===== src/rtl/lssd_pkg.sv =====
package lssd_pkg;

    localparam int DEF_CELLS = 8;

    typedef enum logic [1:0] {
        GATE_HOLD = 2'd0,
        GATE_SYS  = 2'd1,
        GATE_SCAN = 2'd2
    } gate_e;

    typedef struct packed {
        logic scan_clk;
        logic scan_d;
        logic sys_clk;
        logic sys_d;
    } latch_in_t;

    // scan gate wins over the system gate
    function automatic gate_e pick_gate(input logic scan_clk, input logic sys_clk);
        if (scan_clk)     return GATE_SCAN;
        else if (sys_clk) return GATE_SYS;
        else              return GATE_HOLD;
    endfunction

endpackage


===== src/rtl/lssd_latch.sv =====
module lssd_latch
    import lssd_pkg::*;
(
    input  logic      clk,
    input  logic      rst,
    input  latch_in_t din,
    output logic      q
);

    gate_e sel;

    always_comb begin
        sel = pick_gate(din.scan_clk, din.sys_clk);
    end

    always_ff @(posedge clk) begin
        if (rst) begin
            q <= 1'b0;
        end else begin
            case (sel)
                GATE_SCAN: q <= din.scan_d;
                GATE_SYS:  q <= din.sys_d;
                default:   q <= q;
            endcase
        end
    end

endmodule


===== src/rtl/lssd_cell.sv =====
module lssd_cell
    import lssd_pkg::*;
(
    input  logic clk,
    input  logic rst,
    input  logic scan_a,
    input  logic scan_b,
    input  logic scan_src,
    input  logic sys_clk1,
    input  logic sys_d1,
    input  logic sys_clk2,
    input  logic sys_d2,
    output logic q1,
    output logic q2
);

    latch_in_t l1_in;
    latch_in_t l2_in;

    always_comb begin
        l1_in = '{scan_clk: scan_a, scan_d: scan_src, sys_clk: sys_clk1, sys_d: sys_d1};
        l2_in = '{scan_clk: scan_b, scan_d: q1,       sys_clk: sys_clk2, sys_d: sys_d2};
    end

    lssd_latch u_l1 (.clk(clk), .rst(rst), .din(l1_in), .q(q1));
    lssd_latch u_l2 (.clk(clk), .rst(rst), .din(l2_in), .q(q2));

endmodule


===== src/rtl/lssd_chain.sv =====
module lssd_chain
    import lssd_pkg::*;
#(
    parameter int N_CELLS = DEF_CELLS
) (
    input  logic               clk,
    input  logic               rst,
    input  logic               scan_a,
    input  logic               scan_b,
    input  logic               scan_in,
    input  logic [N_CELLS-1:0] sys_clk1,
    input  logic [N_CELLS-1:0] sys_d1,
    input  logic [N_CELLS-1:0] sys_clk2,
    input  logic [N_CELLS-1:0] sys_d2,
    output logic [N_CELLS-1:0] q1,
    output logic [N_CELLS-1:0] q2,
    output logic               scan_out
);

    localparam int LINKS = N_CELLS + 1;

    logic [LINKS-1:0] link;

    assign link[0] = scan_in;

    for (genvar i = 0; i < N_CELLS; i++) begin : g_cell
        lssd_cell u_cell (
            .clk      (clk),
            .rst      (rst),
            .scan_a   (scan_a),
            .scan_b   (scan_b),
            .scan_src (link[i]),
            .sys_clk1 (sys_clk1[i]),
            .sys_d1   (sys_d1[i]),
            .sys_clk2 (sys_clk2[i]),
            .sys_d2   (sys_d2[i]),
            .q1       (q1[i]),
            .q2       (q2[i])
        );
        assign link[i+1] = q2[i];
    end

    assign scan_out = link[N_CELLS];

endmodule


===== config.mk =====
export PLATFORM = sky130hd
export DESIGN_NAME = lssd_chain
export DESIGN_NICKNAME = d
export VERILOG_FILES = /design/src/rtl/lssd_pkg.sv /design/src/rtl/lssd_latch.sv /design/src/rtl/lssd_cell.sv /design/src/rtl/lssd_chain.sv
export SDC_FILE = /design/constraint.sdc
export NUM_CORES = 1
export LEC_CHECK = 0
export BUFFER_PORTS_ARGS = -buffer_cell sky130_fd_sc_hd__clkbuf_2
export CORE_MARGIN = 2
export CORE_UTILIZATION = 41
export DETAILED_ROUTE_END_ITERATION = 6
export PLACE_DENSITY = 0.83
export RECOVER_POWER = 100
export REMOVE_ABC_BUFFERS = 1
export SKIP_LAST_GASP = 1
export SLEW_MARGIN = 30
export SYNTH_ARGS = -nofsm -noshare
export SYNTH_HDL_FRONTEND = slang
export SYNTH_HIERARCHICAL = 1
export SYNTH_SLANG_ARGS = --single-unit

===== constraint.sdc =====
create_clock -name clk -period 0.8 [get_ports clk]
set_input_delay 0.04 -clock clk [delete_from_list [all_inputs] [get_ports clk]]
set_output_delay 0.04 -clock clk [all_outputs]
set_load 0.02 [all_outputs]

# Word-level counts from Yosys, hierarchy flattened
# Cells that the tools add are included.
# op_classes
mux,48
reduce_logical,16
eq_ne,32
# ops
operator,count
$eq A2 B1 Y1 const B,16
$eq A2 B2 Y1 const B,16
$mux W2,16
$pmux W1 S2,16
$reduce_bool A2 Y1,16
$mux W1,16
# word_totals
word_cells,112
out_inout_bits,17
in_bits,37
regBits,16

# Logic depth before layout (Yosys ltp)
# Gate-level depths: netlist (run 1).
# depth
ltp_word,4
depth_mapped,2
ltp_nobuf,2

# Cells and area by module
# Netlist (run 1), hierarchy kept.
# by_module_without_submodules
module,area_each_um2,cells_each,seq_area_each_um2,n_inst
lssd_latch,52.6,5,20.0,16
lssd_chain,7.5,1,0.0,1

# Worst setup path before layout (run 1)
# OpenSTA, ideal clock, no wires.
# synth_timing
path_kind,reg-to-reg
start,"register, netlist name g_cell[7].u_cell/u_l2/q"
end,register g_cell[7].u_cell.u_l2.q
synth_period_minus_slack_ns,0.826
setup_ns,0.079
path_buffers,0
required_ns,0.721
t_arrival_ns,0.747
stages_incl_launch_ff,3
path_slack_ns,-0.026
cell_sequence,dfxtp_1 > mux2i_1 > a211oi_2
# synth_rtl
item,line,source
to (signal assigned),lssd_latch.sv:21,GATE_SCAN: q <= din.scan_d;
to (signal assigned),lssd_latch.sv:22,GATE_SYS: q <= din.sys_d;
to (signal assigned),lssd_latch.sv:23,default: q <= q;
to (decl),lssd_latch.sv:7,output logic q

# Worst setup path after layout (run 1)
# layout_timing
start,register g_cell[7].u_cell.u_l2.q
end,output port q2[7]
# layout_rtl
item,line,source
to (decl),lssd_chain.sv:16,"output logic [N_CELLS-1:0] q2,"
# No word-level cell between the ends.

==> results_dict.tcl, run 1 <==
set metrics [dict create \
    finalHoldViolations 0 \
    h-tree-depth 1 \
    fmax_mhz 1210 \
    grt_usage_pct 18.30 \
    grt_pass1_vias 842 \
    violations "negative setup slack" \
    finalCritPeriodShare_pct 103.3 \
    drv_cap 0 \
    rr_endpoint "g_cell[7].u_cell/u_l2/q" \
    cts_tree "built" \
    post-place-cells 160 \
    reg2reg_from "g_cell[7].u_cell/u_l2/q" \
    hold_path.class "in2reg" \
    slowest_stage "dfxtp_2" \
    power_frac_clock_pct 25.8 \
    core_area_sq_um 1962 \
    setup_ws_ps -26.38 \
    dieArea_sq_um 2449 \
    gr-total-overflow 0 \
    drc 0 \
    numPortBuffers 53 \
    arrival_ps 790 \
    power.density_nw_per_um2 1469 \
    wl_per_cell_microns 12.60 \
    max_slew.worst_pin.slew_ps 513.4 \
    cp.depth 1 \
    ctsHoldBuffers 0 \
    path_clk_slew_ps 100 \
    final_util_pct 72.07 \
    cpPeakStageDelay_ps 360 \
    grt_max_degree 17 \
    drv_slew 0 \
    ant_nets 0 \
    synthesis.area_sq_um 848.3 \
    area_delta_synth_final_pct 66.67 \
    cts_root_buf "clkbuf_4" \
    layout.nets 179 \
    pwr-share-seq_pct 44.7 \
    crit_family "flip-flops" \
    slew_headroom_pct 65.77 \
    status "finished with violations" \
    reg2reg_depth 3 \
    path_max_fanout 3 \
    min_from "scan_in" \
    fill_cells 154 \
    layout_min_cycle_time_ps 826.4 \
    diodes 0 \
    detail_route.vias_per_cell 4.899 \
    drtIter0Drc 3 \
    crit_start "g_cell[7].u_cell/u_l2/q" \
    dpl-instance-area_sq_um 1140 \
    dr_total_vias 823 \
    clk_path_buf_depth 2 \
    setup.worst_path.end_class "output port" \
    layout_common_cells "36 x clkbuf_2, 16 x inv_1, 16 x a211oi_2, 15 x mux2i_1, 15 x nor2b_1" \
    stdcell_count 168 \
    die-width_microns 49.49 \
    vdd_drop_max_v 0.001197 \
    cts.sinks 16 \
    p_comb_share_pct 29.5 \
    crit_path_end "q2[7]" \
    synth_top_cell_area_share_pct 37.76 \
    ys_seq_area_share_pct 37.76 \
    critPathKind "reg2out" \
    fp.dieH_microns 49.49 \
    stdcell_area_sq_um 1414 \
    synthCells 81 \
    ios 54 \
    p_switching_w 0.0005923 \
    core.rowCount 16 \
    fin_skew_ps 12.17 \
    setup_viol 16 \
    drive_above_1_share_pct 67.38 \
    start_util_pct 43.24 \
    grt_pass1_wl_microns 3443 \
    internal-power_w 0.001485 \
    yosys.area.top_type "dfxtp_1" \
    crit_buf_inv 1 \
    crit_chain "buf_4" \
    layout_commonest_cell "clkbuf_2" \
    hpwl_microns 1474 \
    worst_ep_required_time_ps 760 \
    yosysWarnings 6 \
    ys_types 6 \
    p_leak_nw 0.7009 \
    startpoint_type "flop" \
    syn_avg_cell_area_sq_um 10.47 \
    rrSetupSlack_ps -20 \
    sw_frac_of_total_pct 28.52 \
    rsz0062_at_grt "yes" \
    synthTopCellsByArea "dfxtp_1 38%, a211oi_2 24%, mux2i_1 19%" \
    antenna_found_initial 0 \
    gp_congestion 0.6668 \
    ys_seq_elements 16 \
    drt-total-wl_microns 2116 \
    first_pass_iters 4 \
    clock_latency_ps 290 \
    cts_made_buffers 3 \
]
==> cells by family (layout without fill, tap and decap cells) <==
logic type / count (synthesis) / in the layout / share of synthesized area [%]
flip-flops: 16 / 16 / 37.76
AO/OA/AOI/OAI: 16 / 16 / 23.60
buffers and inverters: 17 / 77 / 7.965
AND/OR/NAND/NOR: 16 / 16 / 11.80
multiplexers: 16 / 16 / 18.88
==> state kept, by name, summed over array words and instances, names as in the netlist <==
| signal | count |
|---|---|
| g_cell.u_cell/u_l1/q | 8 |
| g_cell.u_cell/u_l2/q | 8 |
==> through the flow <==
stage	hold slack [ps]	TNS [ps]	power [W]	setup slack, ps
after global routing	67.21	-796.0	0.002175	-57.28
final	62.33	-184.8	0.002077	-26.38
after global placement	353.4	0	0.001366	89.97
after detailed placement	371.0	0	0.001388	24.37
after floorplan	104.6	-550.0	0.001172	-169.5
after CTS	55.08	-518.6	0.002042	-42.84
==> layout make-up <==
cell class                      instances  area [sq um]  area share (%)
Multi-Input combinational cell         48         475.5           33.63
Timing Repair Buffer                   57         460.4           32.57
Sequential cell                        16         347.8           24.60
Inverter                               16         60.06           4.248
Clock buffer                            4         36.28           2.566
Tap cell                               27         33.78           2.389
==> worst register-to-register path: stages, from the launching register on <==
cell	delay (ps)
dfxtp_2	340
buf_4	120
mux2i_1	150
a211oi_2	90
==> repair_timing <==
item                       in CTS  in global routing
gates resized for setup        48                 25
buffers inserted                4                  0
setup endpoints to repair      17                 23
pin swaps                       0                  4
==> power by group through the flow <==
stage / logic (W) / registers [W] / clock network, W
floorplan: 0.000185 / 0.000987 / 0
global placement: 0.000454 / 0.000912 / 0
detailed placement: 0.000471 / 0.000918 / 0
CTS: 0.000577 / 0.000916 / 0.000548
global route: 0.000656 / 0.000937 / 0.000582
finish: 0.000613 / 0.000929 / 0.000535
==> Yosys cell counts, drive strengths merged <==
cell type / instances
dfxtp: 16
buf: 1
a211oi: 16
nor2b: 16
mux2i: 16
inv: 16
==> routing by layer <==
layer  track usage [%]  wire [microns]  vias to the layer above
li1                  -               -                      395
met1             18.46             825                      388
met2             36.26            1142                       36
met3             1.515             102                        4
met4             10.19              46                        0
met5                 0               0                        -
==> how the worst min path moves through the flow <==
stage	depth (start not counted)	slack, ps	end
2_1_floorplan	1	100	g_cell[0].u_cell/u_l1/q
3_3_place_gp	3	350	g_cell[0].u_cell/u_l1/q
3_5_place_dp	3	370	g_cell[0].u_cell/u_l1/q
4_1_cts	3	60	g_cell[0].u_cell/u_l1/q
5_1_grt	3	70	g_cell[0].u_cell/u_l1/q
6_report	3	60	g_cell[0].u_cell/u_l1/q
Power figures use the tool's default switching activity.
==> run 2, diff against run 1 <==
--- a/config.mk
+++ b/config.mk
@@ -6,7 +6,7 @@
 export NUM_CORES = 1
 export LEC_CHECK = 0
 export BUFFER_PORTS_ARGS = -buffer_cell sky130_fd_sc_hd__clkbuf_2
-export CORE_MARGIN = 2
+export CORE_MARGIN = 10
 export CORE_UTILIZATION = 41
 export DETAILED_ROUTE_END_ITERATION = 6
 export PLACE_DENSITY = 0.83
==> run 2 against run 1 <==
  * The run still ends with negative setup slack left
  * Sequential share of layout area grew 0.73 points
  * Clock skew shrank 8.0 ps
  * Sequential power shrank 0.4%
  * Non-clock buffer count grew 1
  * Cell count is the same
  * Global-route usage shrank 4.8 points
  * Setup slack lost 6.3 ps
  * First-iteration DRC count shrank 33%
  * Critical endpoint is now q2[4]
==> results_dict.tcl, run 2 (same netlist as run 1, synthesis figures left out) <==
set metrics [dict create \
    status "finished with violations" \
    drc 0 \
    drt-total-wl_microns 2893 \
    hpwl_microns 1935 \
    grt_max_degree 17 \
    grt_usage_pct 13.51 \
    cts.sinks 16 \
    layout_min_cycle_time_ps 832.7 \
    clk_path_buf_depth 2 \
    ios 54 \
    pwr-share-seq_pct 46.6 \
    final_util_pct 71.49 \
    fmax_mhz 1201 \
    stdcell_area_sq_um 1403 \
    grt_pass1_wl_microns 4464 \
    wl_per_cell_microns 17.22 \
    core.rowCount 16 \
    layout.nets 180 \
    p_switching_w 0.0006104 \
    hold_ws_ps 37.24 \
    rsz0062_at_grt "yes" \
    p_comb_share_pct 31.2 \
    finalHoldViolations 0 \
    h-tree-depth 1 \
    drive_above_1_share_pct 69.50 \
    first_pass_iters 4 \
    p_leak_nw 0.6986 \
    arrival_ps 790 \
    antenna_found_initial 0 \
    crit_buf_inv 1 \
    layout_common_cells "36 x clkbuf_2, 16 x inv_1, 16 x a211oi_2, 15 x mux2i_1, 14 x buf_8" \
    dieArea_sq_um 4288 \
    cts_tree "built" \
    crit_family "flip-flops" \
    internal-power_w 0.001376 \
    drtIter0Drc 2 \
    critPathKind "reg2out" \
    setup_viol 19 \
    reg.largest.list "g_cell.u_cell/u_l1/q (8), g_cell.u_cell/u_l2/q (8)" \
    vdd_drop_max_v 0.001068 \
    gp_congestion 0.7383 \
    power_frac_clock_pct 22.2 \
    cts_made_buffers 3 \
    drv_slew 0 \
    layout_commonest_cell "clkbuf_2" \
    setup.worst_path.end_class "output port" \
    violations "negative setup slack" \
    numPortBuffers 53 \
    dr_total_vias 838 \
    drv_cap 0 \
    fill_cells 159 \
    cts_root_buf "clkbuf_4" \
    crit_chain "buf_8" \
    slowest_stage "dfxtp_4" \
    sw_frac_of_total_pct 30.73 \
    diodes 0 \
    start_util_pct 43.24 \
    fp.dieH_microns 65.49 \
    finalCritPeriodShare_pct 104.1 \
    setup_ws_ps -32.69 \
    cpPeakStageDelay_ps 370 \
    slew_headroom_pct 65.48 \
    path_clk_slew_ps 100 \
    power_w 0.001986 \
    detail_route.vias_per_cell 4.988 \
    dpl-instance-area_sq_um 1140 \
    startpoint_type "flop" \
    grt_pass1_vias 915 \
    ant_nets 0 \
    fin_skew_ps 4.204 \
    gr-total-overflow 0 \
    worst_ep_required_time_ps 760 \
    hold_path.class "in2reg" \
    max_slew.worst_pin.slew_ps 517.9 \
    clock_latency_ps 290 \
    core_area_sq_um 1962 \
    power.density_nw_per_um2 1416 \
    die-width_microns 65.49 \
    area_delta_synth_final_pct 65.34 \
    path_max_fanout 3 \
]
-- run 2: changes by cell type in the layout (fill, tap and decap cells not counted), sizes merged --
cell and change:
buf +1, clkbuf -1
-- run 2: through the flow --
stage / instances / setup TNS, ps / setup WS [ps]
floorplan: 80 / -550.0 / -169.5
global placement: 160 / 0 / 73.48
detailed placement: 160 / 0 / 44.17
CTS: 166 / -419.2 / -34.60
global route: 168 / -1068 / -63.39
finish: 168 / -354.5 / -32.69
-- run 2: worst paths after layout --
check | from | to | slack (ps) | depth (start not counted)
hold reg to reg | g_cell[0].u_cell/u_l2/q | g_cell[1].u_cell/u_l1/q | 560 | 2
setup / recovery | g_cell[4].u_cell/u_l2/q | q2[4] | -30 | 1
hold / removal | scan_in | g_cell[0].u_cell/u_l1/q | 40 | 3
setup reg to reg | g_cell[4].u_cell/u_l2/q | g_cell[4].u_cell/u_l2/q | -30 | 2
-- run 2: metal layers --
| layer | wire length, microns | part of all wire, % | GRT usage (%) | vias up |
|---|---|---|---|---|
| met5 | 0 | 0 | 0 | - |
| met3 | 274 | 9.5 | 6.271 | 9 |
| met4 | 111 | 3.8 | 9.893 | 0 |
| li1 | - | - | - | 398 |
| met1 | 898 | 31 | 10.41 | 392 |
| met2 | 1609 | 56 | 25.61 | 39 |
-- run 2: worst min-delay path, stage by stage --
cell	delay, ps
clkbuf_2	80
nor2b_1	120
a211oi_2	50
-- run 2: power groups by stage --
stage | Combinational, W | Clock (W) | Sequential (W)
after global routing | 0.000668 | 0.000495 | 0.000933
after detailed placement | 0.000473 | 0 | 0.000919
final | 0.000620 | 0.000442 | 0.000925
after floorplan | 0.000185 | 0 | 0.000987
after global placement | 0.000460 | 0 | 0.000913
after CTS | 0.000571 | 0.000426 | 0.000918
-- run 2: layout make-up --
class	instances	area, sq um	share of cell area [%]
clock buffer	3	22.52	1.606
multi-input combinational	48	474.2	33.81
inverter	16	60.06	4.282
sequential	16	355.3	25.33
timing repair buffer	58	456.7	32.56
tap	27	33.78	2.409
-- run 2: repair_timing --
| item | CTS | global route |
|---|---|---|
| hold buffers | 0 | 0 |
| buffers inserted | 3 | 2 |
| hold endpoints to repair | 0 | 0 |
| pin swaps | 0 | 3 |
| endpoints found under the setup margin | 17 | 23 |
| resized for setup | 48 | 27 |
